[config.mk]
export PLATFORM = sky130hd
export DESIGN_NAME = tape_frame_enc
export DESIGN_NICKNAME = d
export VERILOG_FILES = /design/src/rtl/tfe_pkg.sv /design/src/rtl/tfe_pulse_gen.sv /design/src/rtl/tfe_byte_ser.sv /design/src/rtl/tfe_frame_ctl.sv /design/src/rtl/tape_frame_enc.sv
export SDC_FILE = /design/constraint.sdc
export NUM_CORES = 1
export LEC_CHECK = 0
export BUFFER_PORTS_ARGS = -buffer_cell sky130_fd_sc_hd__buf_4
export CORE_MARGIN = 10
export CORE_UTILIZATION = 53
export DETAILED_ROUTE_END_ITERATION = 16
export PLACE_DENSITY = 0.73
export SETUP_SLACK_MARGIN = 0.5
export SLEW_MARGIN = 20
export SYNTH_ARGS = -nofsm -noshare
export SYNTH_HDL_FRONTEND = slang
export SYNTH_HIERARCHICAL = 1
export SYNTH_SLANG_ARGS = --single-unit
[constraint.sdc]
create_clock -name clk -period 3.05 [get_ports clk]
set_clock_uncertainty 0.1 [all_clocks]
set_input_delay 0.61 -clock clk [delete_from_list [all_inputs] [get_ports clk]]
set_output_delay 0.61 -clock clk [all_outputs]
set_load 0.005 [all_outputs]
[src/rtl/tfe_pkg.sv]
`timescale 1ns/1ps
package tfe_pkg;
  typedef enum logic [2:0] {
    SEG_LEAD, SEG_NAME, SEG_LENH, SEG_LENL, SEG_DATA, SEG_CSUM
  } seg_e;

  typedef enum logic [1:0] {
    ST_IDLE, ST_REQ, ST_RUN
  } st_e;
endpackage

[src/rtl/tfe_pulse_gen.sv]
`timescale 1ns/1ps
// Emits ncyc square-wave cycles of HALF clocks per phase; may be rechained on done.
module tfe_pulse_gen #(
  parameter int HALF = 3,
  parameter int CW   = 2
) (
  input  logic          clk,
  input  logic          rst_n,
  input  logic          go,
  input  logic [CW-1:0] ncyc,
  output logic          line,
  output logic          done
);
  localparam int HW = (HALF > 1) ? $clog2(HALF) : 1;

  logic          active;
  logic          hi;
  logic [HW-1:0] hcnt;
  logic [CW-1:0] left;
  logic          last_half;

  assign last_half = (hcnt == HW'(HALF - 1));
  assign done      = active && !hi && last_half && (left == CW'(1));
  assign line      = active && hi;

  always_ff @(posedge clk or negedge rst_n) begin
    if (!rst_n) begin
      active <= 1'b0;
      hi     <= 1'b0;
      hcnt   <= '0;
      left   <= '0;
    end else if (go) begin
      active <= 1'b1;
      hi     <= 1'b1;
      hcnt   <= '0;
      left   <= ncyc;
    end else if (active) begin
      if (last_half) begin
        hcnt <= '0;
        if (hi) begin
          hi <= 1'b0;
        end else if (left == CW'(1)) begin
          active <= 1'b0;
        end else begin
          left <= left - CW'(1);
          hi   <= 1'b1;
        end
      end else begin
        hcnt <= hcnt + HW'(1);
      end
    end
  end

  // A new request may only arrive when idle or on the final clock (seamless bits).
  assert_go_when_free_R2: assert property (@(posedge clk) disable iff (!rst_n)
    go |-> (!active || done));

  // A high phase that is not at its last clock continues high next clock.
  assert_high_phase_len_R1: assert property (@(posedge clk) disable iff (!rst_n)
    (active && hi && !last_half && !go) |=> line);
endmodule

[src/rtl/tfe_byte_ser.sv]
`timescale 1ns/1ps
// Serializes a leader run or one byte (MSB first) into cycle counts.
module tfe_byte_ser #(
  parameter int HALF     = 3,
  parameter int LEAD_CYC = 16
) (
  input  logic       clk,
  input  logic       rst_n,
  input  logic       lead,
  input  logic       load,
  input  logic [7:0] byte_in,
  output logic       line,
  output logic       seg_done
);
  localparam int CW = (LEAD_CYC > 2) ? $clog2(LEAD_CYC + 1) : 2;

  logic [7:0]    sh;
  logic [3:0]    bits_left;
  logic          in_lead;
  logic          pg_go;
  logic [CW-1:0] pg_ncyc;
  logic          pg_done;
  logic          next_bit;

  assign next_bit = pg_done && !in_lead && (bits_left > 4'd1);

  always_comb begin
    pg_go   = 1'b0;
    pg_ncyc = CW'(1);
    if (lead) begin
      pg_go   = 1'b1;
      pg_ncyc = CW'(LEAD_CYC);
    end else if (load) begin
      pg_go   = 1'b1;
      pg_ncyc = byte_in[7] ? CW'(2) : CW'(1);
    end else if (next_bit) begin
      pg_go   = 1'b1;
      pg_ncyc = sh[6] ? CW'(2) : CW'(1);
    end
  end

  always_ff @(posedge clk or negedge rst_n) begin
    if (!rst_n) begin
      sh        <= '0;
      bits_left <= '0;
      in_lead   <= 1'b0;
    end else if (lead) begin
      in_lead   <= 1'b1;
      bits_left <= '0;
    end else if (load) begin
      in_lead   <= 1'b0;
      sh        <= byte_in;
      bits_left <= 4'd8;
    end else if (next_bit) begin
      sh        <= {sh[6:0], 1'b0};
      bits_left <= bits_left - 4'd1;
    end
  end

  assign seg_done = pg_done && (in_lead || bits_left == 4'd1);

  tfe_pulse_gen #(.HALF(HALF), .CW(CW)) u_pulse (
    .clk   (clk),
    .rst_n (rst_n),
    .go    (pg_go),
    .ncyc  (pg_ncyc),
    .line  (line),
    .done  (pg_done)
  );

  // Request clocks from the sequencer see a quiet line.
  assert_req_clock_low_R3: assert property (@(posedge clk) disable iff (!rst_n)
    (lead || load) |-> !line);
endmodule

[src/rtl/tfe_frame_ctl.sv]
`timescale 1ns/1ps
// Frame sequencer: leader, name, count, data stream, checksum.
module tfe_frame_ctl
  import tfe_pkg::*;
#(
  parameter int NAME_BYTES = 4
) (
  input  logic                    clk,
  input  logic                    rst_n,
  input  logic                    start,
  input  logic [NAME_BYTES*8-1:0] name,
  input  logic [15:0]             len,
  input  logic                    s_valid,
  input  logic [7:0]              s_data,
  input  logic                    seg_done,
  output logic                    s_ready,
  output logic                    busy,
  output logic                    lead,
  output logic                    load,
  output logic [7:0]              byte_out
);
  localparam int IW = (NAME_BYTES > 1) ? $clog2(NAME_BYTES) : 1;

  st_e                     st;
  seg_e                    seg;
  logic [NAME_BYTES*8-1:0] name_r;
  logic [15:0]             len_r;
  logic [15:0]             left;
  logic [IW-1:0]           idx;
  logic [7:0]              csum;

  always_comb begin
    case (seg)
      SEG_NAME: byte_out = name_r[int'(idx)*8 +: 8];
      SEG_LENH: byte_out = len_r[15:8];
      SEG_LENL: byte_out = len_r[7:0];
      SEG_DATA: byte_out = s_data;
      SEG_CSUM: byte_out = csum;
      default:  byte_out = 8'h00;
    endcase
  end

  assign busy    = (st != ST_IDLE);
  assign s_ready = (st == ST_REQ) && (seg == SEG_DATA);
  assign lead    = (st == ST_REQ) && (seg == SEG_LEAD);
  assign load    = (st == ST_REQ) && (seg != SEG_LEAD) && ((seg != SEG_DATA) || s_valid);

  always_ff @(posedge clk or negedge rst_n) begin
    if (!rst_n) begin
      st     <= ST_IDLE;
      seg    <= SEG_LEAD;
      name_r <= '0;
      len_r  <= '0;
      left   <= '0;
      idx    <= '0;
      csum   <= '0;
    end else begin
      case (st)
        ST_IDLE: if (start) begin
          name_r <= name;
          len_r  <= len;
          csum   <= '0;
          idx    <= '0;
          seg    <= SEG_LEAD;
          st     <= ST_REQ;
        end
        ST_REQ: begin
          if (lead) st <= ST_RUN;
          if (load) begin
            st <= ST_RUN;
            if (seg != SEG_CSUM) csum <= csum ^ byte_out;
          end
        end
        ST_RUN: if (seg_done) begin
          st <= ST_REQ;
          case (seg)
            SEG_LEAD: begin
              seg <= SEG_NAME;
              idx <= '0;
            end
            SEG_NAME: begin
              if (idx == IW'(NAME_BYTES - 1)) seg <= SEG_LENH;
              else idx <= idx + IW'(1);
            end
            SEG_LENH: seg <= SEG_LENL;
            SEG_LENL: begin
              if (len_r == 16'd0) seg <= SEG_CSUM;
              else begin
                seg  <= SEG_DATA;
                left <= len_r;
              end
            end
            SEG_DATA: begin
              if (left == 16'd1) seg <= SEG_CSUM;
              else left <= left - 16'd1;
            end
            default: st <= ST_IDLE;
          endcase
        end
        default: st <= ST_IDLE;
      endcase
    end
  end

  // Ready drops after a handshake until the next data request clock.
  assert_ready_drops_R8: assert property (@(posedge clk) disable iff (!rst_n)
    (s_ready && s_valid) |=> !s_ready);

  // Busy only ends right after the checksum segment completes.
  assert_busy_end_R7: assert property (@(posedge clk) disable iff (!rst_n)
    $fell(busy) |-> $past(seg_done && seg == SEG_CSUM));

  // A start request in the middle of a frame does not end it.
  assert_start_ignored_R7: assert property (@(posedge clk) disable iff (!rst_n)
    (busy && start && !(seg_done && seg == SEG_CSUM)) |=> busy);
endmodule

[src/rtl/tape_frame_enc.sv]
`timescale 1ns/1ps
module tape_frame_enc #(
  parameter int CLK_HZ        = 3_250_000,
  parameter int CYCLE_NS      = 855_000,
  parameter int LEADER_CYCLES = 4096,
  parameter int NAME_BYTES    = 8
) (
  input  logic                    clk,
  input  logic                    rst_n,
  input  logic                    start_i,
  input  logic [NAME_BYTES*8-1:0] name_i,
  input  logic [15:0]             len_i,
  input  logic                    s_valid_i,
  input  logic [7:0]              s_data_i,
  output logic                    s_ready_o,
  output logic                    tape_o,
  output logic                    busy_o
);
  localparam longint unsigned PROD = 64'(CLK_HZ) * 64'(CYCLE_NS);
  localparam int HALF_RAW  = int'((PROD + 64'd1_000_000_000) / 64'd2_000_000_000);
  localparam int HALF_CLKS = (HALF_RAW < 1) ? 1 : HALF_RAW;

  logic       lead;
  logic       load;
  logic [7:0] byte_val;
  logic       seg_done;

  tfe_frame_ctl #(.NAME_BYTES(NAME_BYTES)) u_ctl (
    .clk      (clk),
    .rst_n    (rst_n),
    .start    (start_i),
    .name     (name_i),
    .len      (len_i),
    .s_valid  (s_valid_i),
    .s_data   (s_data_i),
    .seg_done (seg_done),
    .s_ready  (s_ready_o),
    .busy     (busy_o),
    .lead     (lead),
    .load     (load),
    .byte_out (byte_val)
  );

  tfe_byte_ser #(.HALF(HALF_CLKS), .LEAD_CYC(LEADER_CYCLES)) u_ser (
    .clk      (clk),
    .rst_n    (rst_n),
    .lead     (lead),
    .load     (load),
    .byte_in  (byte_val),
    .line     (tape_o),
    .seg_done (seg_done)
  );

  // The line is quiet outside a frame.
  assert_idle_low_R7: assert property (@(posedge clk) disable iff (!rst_n)
    tape_o |-> busy_o);

  // While waiting on the stream the line is held low.
  assert_wait_low_R8: assert property (@(posedge clk) disable iff (!rst_n)
    s_ready_o |-> !tape_o);
endmodule

==> summary.md <==
| Metric | Value |
|---|---|
| Die height | ~140 um |
| Clock Latency Late Sink | about 0.43 ns |
| CTS clock-pin slew for the worst setup and hold paths | roughly 0.06 ns |
| Storage cell area | 3760 um2 |
| CTS tree | built |
| Leading cell types by total area after synthesis | dfrtp_1, mux2_2, mux2i_1, nor2_1, nor3_1 |
| DIE AREA | 20,600 um2 |
| Vias per inst | around 6.2 |
| Syn Inst Count | 769 |
| RePlAce Congestion | about 0.9 |
| Area Growth Syn to Fin | 24.8% |
| CP required | roughly 3.3 ns |
| Final ANT Viol Nets | 0 |
| Most common cell after layout, fill and taps aside | dfrtp_1 |
| First-pass DRT Iterations | 7 |
| Setup violations, final | 0 |
| WL final | 21,800 um |
| Min cycle time layout | roughly 2.5 ns |
| Endpoint type of the worst setup path | flip-flop |
| Max Root-Sink Buffers | 2 |
| Site Rows | 45 |
| End-of-flow core utilization | approximately two thirds |
| Final hold violation count | 0 |
| Max_cap viols | 0 |
| Width of the die | 144 um |
| Wirelength per Cell | approximately 20 um |
| CP startpoint kind | flip-flop |
| Syn Std Cell Area | 8100 um2 |
| I/O pin count | 95 |
| First-pass GRT wire length | approximately 35,000 um |
| Antenna violations before repair | 0 |
| Post-synth top area cell | dfrtp_1 |
| Unique masters post-synth | between 70 and 80 |
| Max FO, Critical Path | 6 |
| # H-tree levels | 4 |
| Layout cells sized above 1 | a little over a third |
| Leading cell types in the layout, fill and taps excluded | dfrtp_1, buf_4, mux2_2 |
| Sum Neg Setup Slack | 0 ns |
| Ant diodes | 0 |
| Yosys reg bits | 150 |
| Peak Freq | 0.393 GHz |
| Multi-input logic area | roughly 4300 um2 |
| Worst Tran Pin Value | 0.701 ns |
| Syn Area/Cell | 10.5 um2 |
| RSZ-0062 raised after global routing | true |
| GR Overflow Total | 0 |
| 1st-iter DRT viols | ~670 |
| Worst EP arrival | 2.78 ns |
| Number of flops mapped to enable cells by yosys | 0 |
| NumNets Final | approximately 1,000 |
| Largest net degree at the start of global routing | just under 60 |
| Yosys top cell area share | a little under half |
| CTS Buf Count | 17 |
| Status | finished clean |
| Vias in the first global route | just under 7,000 |
| Sequential-to-total area share from yosys stat | roughly 46% |
| PortBufs | 94 |
| GRT Util Overall | 21.5% |
| Fin. max-slew vios | 0 |
| Peak VDD IR | around 0.0006 V |
| Synth Warn # | 6 |
| DRC Markers | 0 |
| Total core area | around 15,000 um2 |
| Initial Utilization | between 50% and 60% |
| Crit path kind | flip-flop to flip-flop |
| P_leak | 4.23 nW |
| Via count | roughly 6,800 |
| Async SR Flop Fraction | 100% |
| Cell Pwr Density | between 900 and 1000 nW/um2 |
| Slew margin rel. | 53.3% |
| Ys flop type | dfrtp_1 |
| Clock sinks | 150 |
| Root buf cell | clkbuf_16 |
| HPWL Detailed | 15,200 um |
| Crit share post-route | between 80% and 90% |
| Hold crit path type | primary input to asynchronous set/reset pin |
| Fill cell count | ~1,100 |
[critical path: stages (launching register included)]
cell and delay [ns]:
dfrtp_1 0.39, inv_1 0.07, ha_1 0.13, and4b_2 0.25, nand3_4 0.09, nor4_4 0.25, nor2b_4 0.26, nand2_2 0.09
a2111o_1 0.34, a21oi_4 0.22, nand4_1 0.14, o21ai_1 0.11
[logic make-up after synthesis]
| family | share of synthesized area [%] |
|---|---|
| simple gates | 15.0 |
| compound gates | 16.5 |
| flops | 46.3 |
| mux | 15.8 |
| buf+inv | 3.80 |
| fa+ha+maj | 1.54 |
| xor+xnor | 0.973 |
| other cells | 0.0463 |
[area by class of cell]
class,count,area share [%]
Clock inverter,12,1.86
Inverter,21,0.854
Clock buffer,20,4.42
Timing Repair Buffer,141,10.7
Sequential cell,150,37.1
Multi-Input combinational cell,559,42.7
Tap cell,188,2.33
[through the flow]
step                cell area [um2]  instances  power, mW  hold WS, ns  setup slack [ns]
floorplan                      8210        778       5.86        0.214             0.437
global placement               9110       1036       6.62        0.390             0.209
detailed placement             9110       1036       6.80        0.395             0.136
CTS                            9900       1083       9.22       0.0863             0.503
global route                  10100       1091       9.95        0.106             0.356
finish                        10100       1091       9.38       0.0724             0.507
[final timing paths]
check / from / cells after the start / slack [ns] / end
min: rst_n / 1 / 0.07 / u_ctl/left[11]
max in group asynchronous: rst_n / 2 / 2.04 / u_ctl/name_r[52]
min reg2reg: u_ctl/name_r[30] / 1 / 0.41 / u_ctl/name_r[30]
max: u_ser/u_pulse/hcnt[1] / 11 / 0.51 / u_ctl/idx[1]
max reg2reg: u_ser/u_pulse/hcnt[1] / 11 / 0.51 / u_ctl/idx[1]
min in group clk: name_i[56] / 2 / 0.31 / u_ctl/name_r[56]
[where the power goes]
part	leakage, nW	switching, mW	internal, mW
sequential	1.82	0.782	2.80
clock	0.303	0.854	1.41
combinational	2.11	1.75	1.80
[state kept, by name, indices dropped and copies added, names as in the netlist, 2 cells and up]
register and count:
u_ser/u_pulse/hcnt 11, u_ctl/len_r 16, u_ctl/name_r 64, u_ser/u_pulse/left 13, u_ctl/left 16, u_ser/bits_left 4
u_ctl/csum 8, u_ctl/st 2, u_ser/sh 7, u_ctl/idx 3, u_ctl/seg 3
[cells in the mapped netlist, drive strengths merged, types with 2 or more instances]
master	count
nand4	13
o22ai	18
o31ai	12
a221oi	14
a2bb2oi	4
o211a	2
a22oi	5
nand2b	12
xnor2	7
a31o	9
a22o	9
nor2	52
a311oi	2
a211oi	4
nor4	12
and3	3
xor2	2
o21ai	37
a21o	3
or2	4
buf	28
nor3	40
dfrtp	150
nor2b	11
a31oi	11
mux2	81
nor3b	5
inv	21
mux2i	37
o21a	3
o311ai	2
nand3	17
or4	11
a21oi	34
or4b	2
or3	4
clkbuf	21
and2	4
ha	10
nand2	22
o31a	2
and4	3
a221o	7
o41ai	6
[metal layers]
metal,GRT usage (%),vias up,wire (um)
met5,0,-,0
met3,5.08,23,1340
li1,-,3145,-
met2,35.3,259,10800
met1,27.5,3340,9410
met4,6.34,0,295
[timing repair]
action                                 CTS  global route
cloned                                   0             1
buffers inserted                        15             7
hold buffers                             0             0
setup endpoints to repair               37            36
pin swaps                               11            14
resized for setup                       10            38
endpoints found under the hold margin    0             0
(Power assumes the default switching activity.)
